<file path="src/rtl/afskm_pkg.sv">
package afskm_pkg;

    localparam int PHASE_W     = 9;
    localparam int PHASE_STEPS = 1 << PHASE_W;
    localparam int QTR_LEN     = PHASE_STEPS / 4;
    localparam int QTR_W       = PHASE_W - 2;
    localparam int SAMPLE_W    = 8;
    localparam int BAUD_HZ     = 1200;
    localparam int MARK_HZ     = 1200;
    localparam int SPACE_HZ    = 2200;
    localparam int STUFF_RUN   = 5;
    localparam int BYTE_BITS   = 8;

    localparam logic [7:0] FLAG_BYTE  = 8'h7E;
    localparam logic [7:0] ABORT_BYTE = 8'h7F;
    localparam logic [7:0] ESC_BYTE   = 8'h1B;

    typedef enum logic {
        TONE_MARK  = 1'b0,
        TONE_SPACE = 1'b1
    } tone_e;

    typedef struct packed {
        logic [7:0] value;
        logic       literal;
    } held_byte_t;

    // rounded phase step for a tone at a given sample rate
    function automatic int tone_step(int freq_hz, int rate_hz);
        return (PHASE_STEPS * freq_hz + rate_hz / 2) / rate_hz;
    endfunction

    // rounded number of flag bytes covering a span in milliseconds
    function automatic int flag_count(int span_ms);
        return (span_ms * BAUD_HZ + 4000) / 8000;
    endfunction

    // quarter-wave entry, sampled at the middle of each phase step
    function automatic logic [7:0] quarter_val(int i);
        real ang;
        real amp;
        ang = 3.141592653589793 * real'(2 * i + 1) / real'(PHASE_STEPS);
        amp = 127.0 * $sin(ang) + 0.5;
        return 8'(128 + $rtoi(amp));
    endfunction

    function automatic logic sends_raw(logic [7:0] b);
        return (b == FLAG_BYTE) || (b == ABORT_BYTE);
    endfunction

endpackage

</file>
<file path="src/rtl/afskm_sine.sv">
module afskm_sine
    import afskm_pkg::*;
(
    input  logic [PHASE_W-1:0]  phase,
    output logic [SAMPLE_W-1:0] level
);

    logic [7:0] qtab [QTR_LEN];

    for (genvar g = 0; g < QTR_LEN; g++) begin : g_qtab
        assign qtab[g] = quarter_val(g);
    end

    logic [QTR_W-1:0] qidx;
    logic [7:0]       qval;

    always_comb begin
        // second and fourth quarters run the table backwards
        qidx  = phase[PHASE_W-2] ? ~phase[QTR_W-1:0] : phase[QTR_W-1:0];
        qval  = qtab[qidx];
        // lower half-wave is the inverse of the upper one
        level = phase[PHASE_W-1] ? (8'd255 - qval) : qval;
    end

endmodule

</file>
<file path="src/rtl/afskm_byte_hold.sv">
module afskm_byte_hold
    import afskm_pkg::*;
(
    input  logic       clk,
    input  logic       rst,
    input  logic [7:0] in_data,
    input  logic       in_valid,
    output logic       in_ready,
    input  logic       take,
    input  logic       drop_esc,
    output held_byte_t held,
    output logic       held_valid,
    output logic       esc_pending,
    output logic       accept
);

    held_byte_t held_q;
    logic       held_valid_q;
    logic       esc_q;

    assign in_ready    = !held_valid_q;
    assign accept      = in_valid && in_ready;
    assign held        = held_q;
    assign held_valid  = held_valid_q;
    assign esc_pending = esc_q;

    always_ff @(posedge clk) begin
        if (rst) begin
            held_q       <= '0;
            held_valid_q <= 1'b0;
            esc_q        <= 1'b0;
        end else if (accept) begin
            if (!esc_q && in_data == ESC_BYTE) begin
                esc_q <= 1'b1;
            end else begin
                held_valid_q <= 1'b1;
                held_q       <= '{value: in_data, literal: esc_q};
                esc_q        <= 1'b0;
            end
        end else begin
            if (take)     held_valid_q <= 1'b0;
            if (drop_esc) esc_q        <= 1'b0;
        end
    end

endmodule

</file>
<file path="src/rtl/afskm_nrzi.sv">
module afskm_nrzi
    import afskm_pkg::*;
#(
    parameter int RUN_W = 4
) (
    input  logic             clk,
    input  logic             rst,
    input  logic             start,
    input  logic             step,
    input  logic             clr_run,
    input  logic             stuff_on,
    input  logic             data_bit,
    output tone_e            tone_next,
    output tone_e            tone_cur,
    output logic             consume,
    output logic [RUN_W-1:0] run_len
);

    localparam logic [RUN_W-1:0] RUN_LIMIT = RUN_W'(STUFF_RUN);
    localparam logic [RUN_W-1:0] RUN_TOP   = '1;

    logic [RUN_W-1:0] run_q, run_eff, run_d;
    tone_e            tone_q, tone_d, tone_flip;

    always_comb begin
        tone_flip = (tone_q == TONE_MARK) ? TONE_SPACE : TONE_MARK;
        run_eff   = clr_run ? '0 : run_q;
        run_d     = run_q;
        tone_d    = tone_q;
        consume   = 1'b0;
        if (step) begin
            if (stuff_on && run_eff >= RUN_LIMIT) begin
                run_d  = '0;
                tone_d = tone_flip;
            end else begin
                consume = 1'b1;
                if (data_bit) begin
                    run_d = (run_eff == RUN_TOP) ? run_eff : run_eff + 1'b1;
                end else begin
                    run_d  = '0;
                    tone_d = tone_flip;
                end
            end
        end
    end

    assign tone_next = tone_d;
    assign tone_cur  = tone_q;
    assign run_len   = run_q;

    always_ff @(posedge clk) begin
        if (rst || start) begin
            run_q  <= '0;
            tone_q <= TONE_MARK;
        end else begin
            run_q  <= run_d;
            tone_q <= tone_d;
        end
    end

endmodule

</file>
<file path="src/rtl/afsk_modulator.sv">
module afsk_modulator
    import afskm_pkg::*;
#(
    parameter int SAMPLE_RATE = 9600,
    parameter int PREAMBLE_MS = 20,
    parameter int TRAILER_MS  = 14
) (
    input  logic       clk,
    input  logic       rst,
    input  logic [7:0] in_data,
    input  logic       in_valid,
    output logic       in_ready,
    input  logic       sample_req,
    output logic [7:0] sample_out,
    output logic       busy
);

    localparam int BIT_SAMPLES = SAMPLE_RATE / BAUD_HZ;
    localparam int CNT_W       = $clog2(BIT_SAMPLES + 1);
    localparam int PRE_FLAGS   = flag_count(PREAMBLE_MS);
    localparam int TRL_FLAGS   = flag_count(TRAILER_MS);
    localparam int FL_W        = $clog2(PRE_FLAGS + TRL_FLAGS + 2);
    localparam int BIT_W       = $clog2(BYTE_BITS + 1);
    localparam int RUN_W       = 4;

    localparam logic [PHASE_W-1:0] MARK_STEP  = PHASE_W'(tone_step(MARK_HZ, SAMPLE_RATE));
    localparam logic [PHASE_W-1:0] SPACE_STEP = PHASE_W'(tone_step(SPACE_HZ, SAMPLE_RATE));
    localparam logic [CNT_W-1:0]   CNT_LAST   = CNT_W'(BIT_SAMPLES - 1);
    localparam logic [FL_W-1:0]    PRE_LOAD   = FL_W'(PRE_FLAGS);
    localparam logic [FL_W-1:0]    TRL_LOAD   = FL_W'(TRL_FLAGS);
    localparam logic [BIT_W-1:0]   BIT_DONE   = BIT_W'(BYTE_BITS);

    // ---------------------------------------------------------------- state
    logic                busy_q;
    logic [7:0]          sample_q;
    logic [PHASE_W-1:0]  phase_q;
    logic [CNT_W-1:0]    scnt_q;
    logic [FL_W-1:0]     pre_q, trl_q;
    logic [BIT_W-1:0]    bit_q;
    logic [7:0]          cur_q;
    logic                stuff_en_q;

    // ------------------------------------------------------------ hold stage
    held_byte_t held;
    logic       held_valid, esc_pending, accept;
    logic       take, drop_esc;

    afskm_byte_hold u_hold (
        .clk         (clk),
        .rst         (rst),
        .in_data     (in_data),
        .in_valid    (in_valid),
        .in_ready    (in_ready),
        .take        (take),
        .drop_esc    (drop_esc),
        .held        (held),
        .held_valid  (held_valid),
        .esc_pending (esc_pending),
        .accept      (accept)
    );

    // -------------------------------------------------------- sequencing
    logic start, active, at_bit, need_byte, queue_empty;
    logic stop_idle, stop_esc, halt, fetch, step;

    always_comb begin
        start       = !busy_q && (held_valid || esc_pending);
        active      = busy_q && sample_req;
        at_bit      = active && (scnt_q == '0);
        need_byte   = at_bit && (bit_q == BIT_DONE);
        queue_empty = !held_valid && !esc_pending;
        stop_idle   = need_byte && queue_empty && (trl_q == '0);
        stop_esc    = need_byte && !stop_idle && (pre_q == '0)
                      && !held_valid && esc_pending;
        halt        = stop_idle || stop_esc;
        fetch       = need_byte && !halt;
        step        = at_bit && !halt;
        drop_esc    = stop_esc;
    end

    // ---------------------------------------------------------- byte fetch
    logic [7:0]       byte_d;
    logic             lit_d;
    logic             stuff_en_d;
    logic [FL_W-1:0]  pre_d, trl_d;
    logic [BIT_W-1:0] bit_sel;
    logic             data_bit;

    always_comb begin
        byte_d = cur_q;
        lit_d  = 1'b0;
        take   = 1'b0;
        pre_d  = pre_q;
        trl_d  = trl_q;
        if (fetch) begin
            if (pre_q != '0) begin
                pre_d  = pre_q - 1'b1;
                byte_d = FLAG_BYTE;
            end else if (held_valid) begin
                byte_d = held.value;
                lit_d  = held.literal;
                take   = 1'b1;
            end else begin
                trl_d  = trl_q - 1'b1;
                byte_d = FLAG_BYTE;
            end
        end
        stuff_en_d = fetch ? (lit_d || !sends_raw(byte_d)) : stuff_en_q;
        bit_sel    = fetch ? '0 : bit_q;
        data_bit   = byte_d[bit_sel[2:0]];
    end

    // ------------------------------------------------------ NRZI and stuffing
    tone_e            tone_next, tone_cur;
    logic             consume;
    logic [RUN_W-1:0] run_len;

    afskm_nrzi #(.RUN_W(RUN_W)) u_nrzi (
        .clk       (clk),
        .rst       (rst),
        .start     (start),
        .step      (step),
        .clr_run   (fetch && !stuff_en_q),
        .stuff_on  (stuff_en_d),
        .data_bit  (data_bit),
        .tone_next (tone_next),
        .tone_cur  (tone_cur),
        .consume   (consume),
        .run_len   (run_len)
    );

    // ------------------------------------------------------- phase and sine
    logic [PHASE_W-1:0] phase_d;
    logic [7:0]         level;

    assign phase_d = phase_q + ((tone_next == TONE_SPACE) ? SPACE_STEP : MARK_STEP);

    afskm_sine u_sine (
        .phase (phase_d),
        .level (level)
    );

    // ------------------------------------------------------------ registers
    always_ff @(posedge clk) begin
        if (rst) begin
            busy_q     <= 1'b0;
            sample_q   <= '0;
            phase_q    <= '0;
            scnt_q     <= '0;
            pre_q      <= '0;
            bit_q      <= BIT_DONE;
            cur_q      <= '0;
            stuff_en_q <= 1'b0;
        end else if (start) begin
            busy_q  <= 1'b1;
            phase_q <= '0;
            scnt_q  <= '0;
            pre_q   <= PRE_LOAD;
            bit_q   <= BIT_DONE;
        end else if (active) begin
            if (halt) begin
                busy_q   <= 1'b0;
                sample_q <= '0;
            end else begin
                phase_q    <= phase_d;
                sample_q   <= level;
                scnt_q     <= at_bit ? CNT_LAST : scnt_q - 1'b1;
                pre_q      <= pre_d;
                cur_q      <= byte_d;
                stuff_en_q <= stuff_en_d;
                bit_q      <= consume ? bit_sel + 1'b1 : bit_sel;
            end
        end
    end

    // trailer count restarts whenever a byte is taken in
    always_ff @(posedge clk) begin
        if (rst) begin
            trl_q <= '0;
        end else if (start || accept) begin
            trl_q <= TRL_LOAD;
        end else if (active && !halt) begin
            trl_q <= trl_d;
        end
    end

    assign sample_out = sample_q;
    assign busy       = busy_q;

endmodule

</file>
<file path="config.mk">
export PLATFORM = sky130hd
export DESIGN_NAME = afsk_modulator
export DESIGN_NICKNAME = d
export VERILOG_FILES = /design/src/rtl/afskm_pkg.sv /design/src/rtl/afskm_sine.sv /design/src/rtl/afskm_byte_hold.sv /design/src/rtl/afskm_nrzi.sv /design/src/rtl/afsk_modulator.sv
export SDC_FILE = /design/constraint.sdc
export NUM_CORES = 1
export LEC_CHECK = 0
export BUFFER_PORTS_ARGS = -buffer_cell sky130_fd_sc_hd__buf_2
export CAP_MARGIN = 20
export CORE_MARGIN = 2
export CORE_UTILIZATION = 60
export DETAILED_ROUTE_END_ITERATION = 10
export GPL_TIMING_DRIVEN = 1
export PLACE_DENSITY = 0.81
export SLEW_MARGIN = 20
export SYNTH_ARGS = -nofsm -noshare
export SYNTH_HDL_FRONTEND = slang
export SYNTH_SLANG_ARGS = --single-unit
</file>
<file path="constraint.sdc">
create_clock -name clk -period 7.6 [get_ports clk]
set_input_delay 0.38 -clock clk [delete_from_list [all_inputs] [get_ports clk]]
set_output_delay 0.38 -clock clk [all_outputs]
set_load 0.02 [all_outputs]
</file>
==> results of run 1 <==
==> state kept, by name (all words and copies together), names as in the netlist, 3 cells and up <==
register and cells:
trl_q 3, u_nrzi.run_len 4, phase_q 9, u_hold.held 9, bit_q 4, cur_q 8
sample_out 8, pre_q 3, scnt_q 4
==> stage by stage <==
stage	power [mW]	setup WS, ns
after CTS	1.06	0.138
after global routing	1.14	0.0145
after detailed placement	0.806	0.175
after floorplan	0.691	0.975
final	1.08	0.475
after global placement	0.798	0.452
==> power groups by stage <==
stage	registers (mW)	clock network (mW)	logic, mW
finish	0.335	0.257	0.488
global route	0.337	0.275	0.527
CTS	0.334	0.259	0.468
detailed placement	0.340	0	0.465
global placement	0.340	0	0.458
floorplan	0.341	0	0.350
==> per-layer routing <==
layer / vias up / track usage, % / wire length (um)
li1: 2265 / - / -
met1: 2214 / 38.3 / 5480
met2: 241 / 50.0 / 6090
met3: 36 / 6.66 / 1040
met4: 0 / 12.8 / 326
met5: - / 0 / 0
==> worst reg2reg max path, stage by stage, from the launching register on <==
cell	delay, ns
dfxtp_1	0.32
inv_1	0.11
ha_1	0.17
or3b_1	0.47
or3_1	0.53
or3_1	0.44
and2_1	0.22
inv_1	0.08
ha_1	0.14
inv_1	0.03
a21boi_0	0.13
o21ai_0	0.09
a21oi_1	0.17
o21ai_1	0.15
xnor2_2	0.32
ha_1	0.41
a211o_1	0.43
a21oi_2	0.28
buf_4	0.25
xnor3_1	0.42
inv_1	0.25
ha_1	0.33
nand2_1	0.13
nor4b_1	0.24
a211oi_1	0.10
a2111oi_1	0.53
or3_1	0.18
o211ai_1	0.09
==> how the worst min path moves through the flow <==
stage	cells past startpoint	endpoint	startpoint	slack (ns)
global placement	2	cur_q[7]$_SDFFE_PP0P_	cur_q[7]$_SDFFE_PP0P_	0.44
CTS	3	u_hold.held[8]$_SDFFE_PP0P_	in_data[7]	0.29
finish	3	u_hold.held[8]$_SDFFE_PP0P_	in_data[7]	0.29
floorplan	2	cur_q[7]$_SDFFE_PP0P_	cur_q[7]$_SDFFE_PP0P_	0.43
detailed placement	2	sample_out[3]$_SDFFE_PP0P_	sample_out[3]$_SDFFE_PP0P_	0.44
global route	3	u_hold.held[6]$_SDFFE_PP0P_	in_data[5]	0.30
==> cell families (layout without fill, tap and decap cells) <==
group,Yosys count,in the layout
AOI/OAI and AO/OA,176,176
xor gates and xnor gates,38,38
adders and majority gates,24,24
buffers and inverters,67,76
DFF,57,57
muxes,18,18
and+or+nand+nor,234,234
==> cells in the final DEF, fill, tap and decap left out, drive strengths merged, types with 5 or more instances in the layout <==
master,instances
xnor2,25
xor2,9
a211oi,18
nor4,5
nand4,11
mux2i,16
nand3b,5
buf,33
a21oi,47
dfxtp,57
clkbuf,9
nor2,68
inv,27
or3,15
ha,24
and2,5
and3,5
o211ai,8
a31oi,9
nand3,18
nor3,25
nand2,56
o21ai,35
==> final cells by class <==
cell class / count / area, um2
clock buffer: 9 / 124
clock inverter: 7 / 56.3
fill: 664 / 2600
inverter: 27 / 101
multi-input combinational: 490 / 3260
sequential: 57 / 1140
tap: 102 / 128
timing repair buffer: 33 / 195
==> impl_metrics.env, run 1 <==
export IMPL_status="finished clean"
export IMPL_end_kind="flop"
export IMPL_ys_types=73
export IMPL_yosys_warnings=0
export IMPL_h_tree_depth=3
export IMPL_switchingPower_uw=465
export IMPL_yosysSeqAreaShare_pct=24.5
export IMPL_drt_total_wl_um=12900
export IMPL_first_global_vias=4379
export IMPL_cp_startpoint="scnt_q[0]$_SDFFE_PP0P_"
export IMPL_cp_required_ns=7.81
export IMPL_yosys_top_cells_area="dfxtp_1 (24%), ha_1 (6.4%), nor2_1 (5.5%)"
export IMPL_antenna_found_initial=0
export IMPL_clock_sinks=57
export IMPL_crit_arrival_ns=7.33
export IMPL_clock_skew_ns=0.0118
export IMPL_ir_worst_vdd_mv=0.106
export IMPL_area_growth_pct=7.44
export IMPL_globalplace_congestion=1.10
export IMPL_slew_headroom_pct=33.4
export IMPL_hold_viol=0
export IMPL_crit_type="flop to flop"
export IMPL_synth_top_family_by_area="compound AO/OA/AOI/OAI gates"
export IMPL_syn_area_per_cell_um2=7.59
export IMPL_cp_slowest_cell="or3_1"
export IMPL_synthMuxAreaShare_pct=3.92
export IMPL_post_route_util_pct=65.8
export IMPL_yosys_area_share_simple_pct=24.4
export IMPL_start_util_pct=61.3
export IMPL_netlist_instances=614
export IMPL_post_cts_setup_buffers=0
export IMPL_fin_crit_ns=7.12
export IMPL_r2r_start="scnt_q[0]$_SDFFE_PP0P_"
export IMPL_grt_first_pass_wirelength_um=21000
export IMPL_vias=4756
export IMPL_dieWidth_um=92.1
export IMPL_p_int_uw=614
export IMPL_detail_route_antenna_nets=0
export IMPL_max_stage_delay_ns=0.53
export IMPL_synth_compound_gate_area_share_pct=25.8
export IMPL_synth_area_um2=4660
export IMPL_drive_gt1_share_pct=11.4
export IMPL_finalSetupViolCount=0
export IMPL_ys_ff_latch=57
export IMPL_cp_num_buf_inv=5
export IMPL_portBuffers=21
export IMPL_cts_hold_buffers=0
export IMPL_grt_max_degree=32
export IMPL_antenna_cells=0
export IMPL_power_frac_clock_pct=23.8
export IMPL_finalNetCount=654
export IMPL_synth_top_flop_cell="dfxtp_1"
export IMPL_hpwl_um=9260
export IMPL_final_area_um2=5010
export IMPL_die_y_um=92.1
export IMPL_crit_fanout=10
export IMPL_maxCapViolCount=0
export IMPL_pwr_share_seq_pct=31.0
export IMPL_crit_family="simple AND/OR/NAND/NOR gates"
export IMPL_rr_worst_depth=27
export IMPL_synth_top_area_cell="dfxtp_1"
export IMPL_cts_resized_gates=0
export IMPL_clk_insertion_delay_late_ns=0.35
export IMPL_critPathLaunchType="flop"
export IMPL_synth_common_cells="nor2_1 (68), dfxtp_1 (57), nand2_1 (56)"
export IMPL_cp_num_cells=27
export IMPL_yosys_area_top_type_share_pct=24.5
export IMPL_dpl_cell_area_um2=4800
export IMPL_tightest_slew_ns=0.995
export IMPL_root_buffer="clkbuf_8"
export IMPL_core_area_um2=7610
export IMPL_rsz0062_at_grt="false"
export IMPL_drc=0
export IMPL_p_sw_share_pct=43.1
export IMPL_wl_per_cell_um=17.8
export IMPL_ios=22
export IMPL_grt_usage_pct=30.3
export IMPL_grt_overflow=0
export IMPL_stdcell_count=725
export IMPL_r2r_slack_ns=0.48
export IMPL_pwr_share_comb_pct=45.2
export IMPL_crit_end="sample_out[0]$_SDFFE_PP0P_"
export IMPL_yosysMostFrequentCell="nor2_1"
export IMPL_rows=32
export IMPL_synthAdderAreaFrac_pct=6.44
export IMPL_synth_edf_count=0
export IMPL_numCtsBuffers=9
export IMPL_synth_xor_xnor_area_share_pct=8.75
export IMPL_fmax_mhz=140
export IMPL_path_clk_slew_ns=0.08
export IMPL_fin_hold_ws_ns=0.290
export IMPL_dieArea_um2=8490
export IMPL_dp_cells=709
export IMPL_power_density_nw_per_um2=216
export IMPL_timing_final_crit_share_pct=93.7
export IMPL_setup_tns_ns=0
export IMPL_leakagePower_nw=1.97
export IMPL_async_flop_share_pct=0
export IMPL_drt_vias_per_instance=6.56
export IMPL_drtPass1Iterations=6
export IMPL_cts_tree="built"
export IMPL_finalMaxSlewViolations=0
export IMPL_min_delay_path_class="primary input to flop"
export IMPL_worstReg2RegEnd="sample_out[0]$_SDFFE_PP0P_"
export IMPL_drt_first_iter_violations=598
export IMPL_syn_num_nets=650
export IMPL_clock_path_buffers=2
Power figures use the tool's default switching activity.
==> run 2: changes to the inputs <==
--- a/config.mk
+++ b/config.mk
@@ -8,10 +8,11 @@
 export BUFFER_PORTS_ARGS = -buffer_cell sky130_fd_sc_hd__buf_2
 export CAP_MARGIN = 20
 export CORE_MARGIN = 2
-export CORE_UTILIZATION = 60
+export CORE_UTILIZATION = 50
+export CTS_BUF_LIST = sky130_fd_sc_hd__clkbuf_16
 export DETAILED_ROUTE_END_ITERATION = 10
 export GPL_TIMING_DRIVEN = 1
-export PLACE_DENSITY = 0.81
+export PLACE_DENSITY = 0.73
 export SLEW_MARGIN = 20
 export SYNTH_ARGS = -nofsm -noshare
 export SYNTH_HDL_FRONTEND = slang
==> constraint.sdc (replaced) <==
create_clock -name clk -period 6.5 [get_ports clk]
set_input_delay 0.325 -clock clk [delete_from_list [all_inputs] [get_ports clk]]
set_output_delay 0.325 -clock clk [all_outputs]
set_load 0.02 [all_outputs]
==> impl_metrics.env, run 2 (synthesis results as in run 1) <==
export IMPL_tightest_slew_ns=0.950
export IMPL_maxCapViolCount=0
export IMPL_dieWidth_um=101
export IMPL_antenna_found_initial=0
export IMPL_timing_final_crit_share_pct=94.3
export IMPL_finalMaxSlewViolations=0
export IMPL_drt_vias_per_instance=6.43
export IMPL_antenna_cells=0
export IMPL_dieArea_um2=10100
export IMPL_drt_first_iter_violations=416
export IMPL_first_global_vias=4455
export IMPL_drtPass1Iterations=5
export IMPL_area_growth_pct=16.4
export IMPL_vias=4882
export IMPL_critPathLaunchType="flop"
export IMPL_clock_sinks=57
export IMPL_die_y_um=101
export IMPL_numCtsBuffers=9
export IMPL_grt_overflow=0
export IMPL_finalSetupViolCount=0
export IMPL_slew_headroom_pct=36.6
export IMPL_hpwl_um=9470
export IMPL_finalNetCount=679
export IMPL_drt_total_wl_um=13500
export IMPL_cts_hold_buffers=0
export IMPL_mostFrequentLayoutCells="nor2_1 (68), dfxtp_1 (57), nand2_1 (56)"
export IMPL_fin_hold_ws_ns=0.257
export IMPL_status="finished clean"
export IMPL_cp_required_ns=6.77
export IMPL_cts_tree="built"
export IMPL_crit_type="flop to flop"
export IMPL_path_clk_slew_ns=0.06
export IMPL_start_util_pct=50.9
export IMPL_wl_per_cell_um=17.8
export IMPL_fillers=838
export IMPL_max_stage_delay_ns=0.48
export IMPL_final_area_um2=5430
export IMPL_hold_viol=0
export IMPL_min_delay_path_class="primary input to flop"
export IMPL_h_tree_depth=3
export IMPL_dp_cells=738
export IMPL_detail_route_antenna_nets=0
export IMPL_ir_worst_vdd_mv=0.142
export IMPL_end_kind="flop"
export IMPL_crit_arrival_ns=6.40
export IMPL_leakagePower_nw=2.15
export IMPL_stdcell_count=759
export IMPL_globalplace_congestion=1.04
export IMPL_rows=35
export IMPL_grt_usage_pct=27.3
export IMPL_cp_slowest_cell="or4_1"
export IMPL_fin_crit_ns=6.13
export IMPL_grt_max_degree=32
export IMPL_portBuffers=21
export IMPL_clock_path_buffers=2
export IMPL_drc=0
export IMPL_grt_first_pass_wirelength_um=22100
export IMPL_crit_fanout=11
export IMPL_dpl_cell_area_um2=4980
export IMPL_drive_gt1_share_pct=17.0
export IMPL_clk_insertion_delay_late_ns=0.32
export IMPL_ios=22
export IMPL_cpMostUsedCell="inv_1"
export IMPL_total_power_mw=1.49
export IMPL_core_area_um2=9150
export IMPL_fmax_mhz=163
export IMPL_root_buffer="clkbuf_16"
export IMPL_power_density_nw_per_um2=275
export IMPL_clock_skew_ns=0.00631
export IMPL_final_common_cell="nor2_1"
run 2: final cells by class:
cell class | instances | area, um2 | area share [%]
Clock buffer | 9 | 225 | 4.15
Clock inverter | 7 | 71.3 | 1.31
Inverter | 27 | 101 | 1.87
Multi-Input combinational cell | 490 | 3350 | 61.8
Sequential cell | 57 | 1140 | 21.0
Tap cell | 111 | 139 | 2.56
Timing Repair Buffer | 58 | 395 | 7.29
run 2: path summary, 6_finish.rpt:
kind	start	cells after the start	endpoint	slack [ns]
max	scnt_q[0]$_SDFFE_PP0P_	30	sample_out[2]$_SDFFE_PP0P_	0.37
min	in_data[3]	3	u_hold.held[4]$_SDFFE_PP0P_	0.26
max reg2reg	scnt_q[0]$_SDFFE_PP0P_	30	sample_out[2]$_SDFFE_PP0P_	0.37
min reg2reg	sample_out[4]$_SDFFE_PP0P_	2	sample_out[4]$_SDFFE_PP0P_	0.44
run 2: critical path: cells and delay by family (launching register included):
family / cells / cell delay (ns)
DFF: 1 / 0.32
adders and majority gates: 4 / 0.83
AOI/OAI and AO/OA: 8 / 1.25
and+or+nand+nor: 8 / 2.42
buffers and inverters: 7 / 0.73
xor gates and xnor gates: 3 / 0.52
run 2: through the flow:
stage                     setup slack [ns]  setup TNS [ns]  util, %
after floorplan                     0.0244               0        -
after CTS                           0.0233               0     57.8
after global placement               0.151               0     54.4
after detailed placement            -0.126          -0.288     54.4
final                                0.367               0     59.3
after global routing               -0.0223         -0.0342     59.3
run 2: metal layers:
layer / vias to the layer above / GRT usage (%) / share of wire [%]
met4: 0 / 9.59 / 3.0
met3: 46 / 5.20 / 8.1
met2: 243 / 41.8 / 44
li1: 2321 / - / -
met1: 2272 / 38.4 / 45
met5: - / 0 / 0
run 2: timing repair:
action | CTS | global route
buffers inserted | 0 | 5
gates cloned | 0 | 0
gates resized for setup | 2 | 21
pin swaps | 0 | 4
endpoints found under the setup margin | 4 | 6
run 2: power breakdown:
| part | internal, mW | switching, mW |
|---|---|---|
| logic | 0.249 | 0.387 |
| clock network | 0.295 | 0.169 |
| registers | 0.372 | 0.0175 |
==> run 3: changes to the inputs <==
--- a/config.mk
+++ b/config.mk
@@ -12,7 +12,7 @@
 export CTS_BUF_LIST = sky130_fd_sc_hd__clkbuf_16
 export DETAILED_ROUTE_END_ITERATION = 10
 export GPL_TIMING_DRIVEN = 1
-export PLACE_DENSITY = 0.73
+export PLACE_DENSITY = 0.69
 export SLEW_MARGIN = 20
 export SYNTH_ARGS = -nofsm -noshare
 export SYNTH_HDL_FRONTEND = slang
==> impl_metrics.env, run 3 (synthesis results as in run 1) <==
export IMPL_vias=4790
export IMPL_end_kind="flop"
export IMPL_min_delay_path_class="primary input to flop"
export IMPL_finalNetCount=683
export IMPL_drt_first_iter_violations=339
export IMPL_clock_path_buffers=2
export IMPL_crit_type="flop to flop"
export IMPL_grt_max_degree=32
export IMPL_area_growth_pct=16.3
export IMPL_r2r_slack_ns=0.29
export IMPL_clock_skew_ns=0.0125
export IMPL_min_to="u_hold.held[5]$_SDFFE_PP0P_"
export IMPL_h_tree_depth=3
export IMPL_final_common_cell="nor2_1"
export IMPL_dieWidth_um=101
export IMPL_worstReg2RegEnd="sample_out[1]$_SDFFE_PP0P_"
export IMPL_antenna_found_initial=0
export IMPL_cp_required_ns=6.71
export IMPL_pwr_share_seq_pct=26.1
export IMPL_fin_crit_ns=6.21
export IMPL_crit_arrival_ns=6.43
export IMPL_leakagePower_nw=2.17
export IMPL_cp_num_buf_inv=5
export IMPL_antenna_cells=0
export IMPL_slew_headroom_pct=34.9
export IMPL_switchingPower_uw=578
export IMPL_rsz0062_at_grt="true"
export IMPL_p_int_uw=910
export IMPL_hpwl_um=9620
export IMPL_power_frac_clock_pct=32.5
export IMPL_mostFrequentLayoutCells="nor2_1 (68), dfxtp_1 (57), nand2_1 (56)"
export IMPL_final_area_um2=5420
export IMPL_grt_first_pass_wirelength_um=21800
export IMPL_root_buffer="clkbuf_16"
export IMPL_finalSetupViolCount=0
export IMPL_crit_family="compound AO/OA/AOI/OAI gates"
export IMPL_numCtsBuffers=9
export IMPL_ir_worst_vdd_mv=0.145
export IMPL_die_y_um=101
export IMPL_cts_hold_buffers=0
export IMPL_hold_viol=0
export IMPL_crit_fanout=8
export IMPL_min_path_cells=3
export IMPL_drtPass1Iterations=5
export IMPL_pwr_share_comb_pct=41.4
export IMPL_rr_worst_depth=28
export IMPL_critPathLaunchType="flop"
export IMPL_fillers=828
export IMPL_tightest_slew_ns=0.974
export IMPL_start_util_pct=50.9
export IMPL_dpl_cell_area_um2=4980
export IMPL_cpMostUsedCell="inv_1"
export IMPL_setup_tns_ns=0
export IMPL_power_density_nw_per_um2=275
export IMPL_grt_overflow=0
export IMPL_p_sw_share_pct=38.9
export IMPL_ios=22
export IMPL_core_area_um2=9150
export IMPL_portBuffers=21
export IMPL_globalplace_congestion=0.973
export IMPL_max_stage_delay_ns=0.45
export IMPL_fmax_mhz=161
export IMPL_drt_total_wl_um=13400
export IMPL_finalMaxSlewViolations=0
export IMPL_grt_usage_pct=26.7
export IMPL_status="finished clean"
export IMPL_timing_final_crit_share_pct=95.6
export IMPL_rows=35
export IMPL_wl_per_cell_um=17.5
export IMPL_first_global_vias=4348
export IMPL_cp_slowest_cell="a2111oi_0"
export IMPL_clock_sinks=57
export IMPL_drt_vias_per_instance=6.28
export IMPL_maxCapViolCount=0
export IMPL_detail_route_antenna_nets=0
export IMPL_clk_insertion_delay_late_ns=0.33
export IMPL_r2r_start="scnt_q[0]$_SDFFE_PP0P_"
export IMPL_drc=0
export IMPL_path_clk_slew_ns=0.06
export IMPL_dieArea_um2=10100
export IMPL_cts_tree="built"
export IMPL_min_delay_start="in_data[4]"
export IMPL_drive_gt1_share_pct=16.7
[run 3: changes by cell type in the layout (fill, tap and decap cells not counted), moves of 2 or more]
cell	change
ha_4	-3
clkinv_2	-2
buf_4	+4
ha_1	+3
inv_2	-2
clkinv_4	+2
[run 3: final cells by class]
cell class / count / area [um2] / area share, %
clock buffers: 9 / 225 / 4.16
clock inverters: 7 / 80.1 / 1.48
inverters: 27 / 105 / 1.94
multi-input cells: 490 / 3310 / 61.1
flip-flops and latches: 57 / 1140 / 21.1
well taps: 111 / 139 / 2.56
repair buffers: 62 / 417 / 7.69
[run 3: worst max path at each step]
stage | start | end | slack [ns] | depth (start not counted)
after CTS | scnt_q[0]$_SDFFE_PP0P_ | sample_out[0]$_SDFFE_PP0P_ | 0.06 | 27
after detailed placement | scnt_q[0]$_SDFFE_PP0P_ | sample_out[0]$_SDFFE_PP0P_ | -0.22 | 27
after floorplan | scnt_q[0]$_SDFFE_PP0P_ | sample_out[2]$_SDFFE_PP0P_ | 0.02 | 33
final | scnt_q[0]$_SDFFE_PP0P_ | sample_out[1]$_SDFFE_PP0P_ | 0.29 | 28
after global routing | scnt_q[0]$_SDFFE_PP0P_ | sample_out[1]$_SDFFE_PP0P_ | -0.09 | 28
after global placement | scnt_q[0]$_SDFFE_PP0P_ | sample_out[0]$_SDFFE_PP0P_ | 0.06 | 27
[run 3: power by group through the flow]
stage | registers (mW) | clock network, mW | logic [mW]
after floorplan | 0.399 | 0 | 0.411
after global placement | 0.395 | 0 | 0.574
after detailed placement | 0.396 | 0 | 0.573
after CTS | 0.389 | 0.490 | 0.582
after global routing | 0.392 | 0.506 | 0.665
final | 0.389 | 0.483 | 0.616
[run 3: layer usage]
layer | wire, um | global-route usage [%] | vias up
li1 | - | - | 2325
met1 | 6320 | 37.8 | 2264
met2 | 5980 | 42.2 | 179
met3 | 836 | 3.88 | 22
met4 | 234 | 7.90 | 0
met5 | 0 | 0 | -
[run 3: timing repair]
item                       in CTS  in global routing
pin swaps                       0                  4
setup endpoints to repair       4                  7
buffers inserted                0                  7
gates resized for setup         3                 15
cloned                          0                  0
[run 3: worst min-delay path: stages]
cell and delay (ns):
buf_2 0.09, mux2i_1 0.06, nor2_1 0.07
[run 3: per-stage QoR]
step	hold slack [ns]	std cells	total power, mW	utilization (%)	worst slack, ns
finish	0.247	763	1.49	59.2	0.286
global placement	0.437	740	0.970	54.4	0.0616
CTS	0.248	756	1.46	58.0	0.0639
detailed placement	0.446	740	0.969	54.4	-0.225
floorplan	0.432	614	0.809	-	0.0244
global route	0.258	763	1.56	59.2	-0.0912
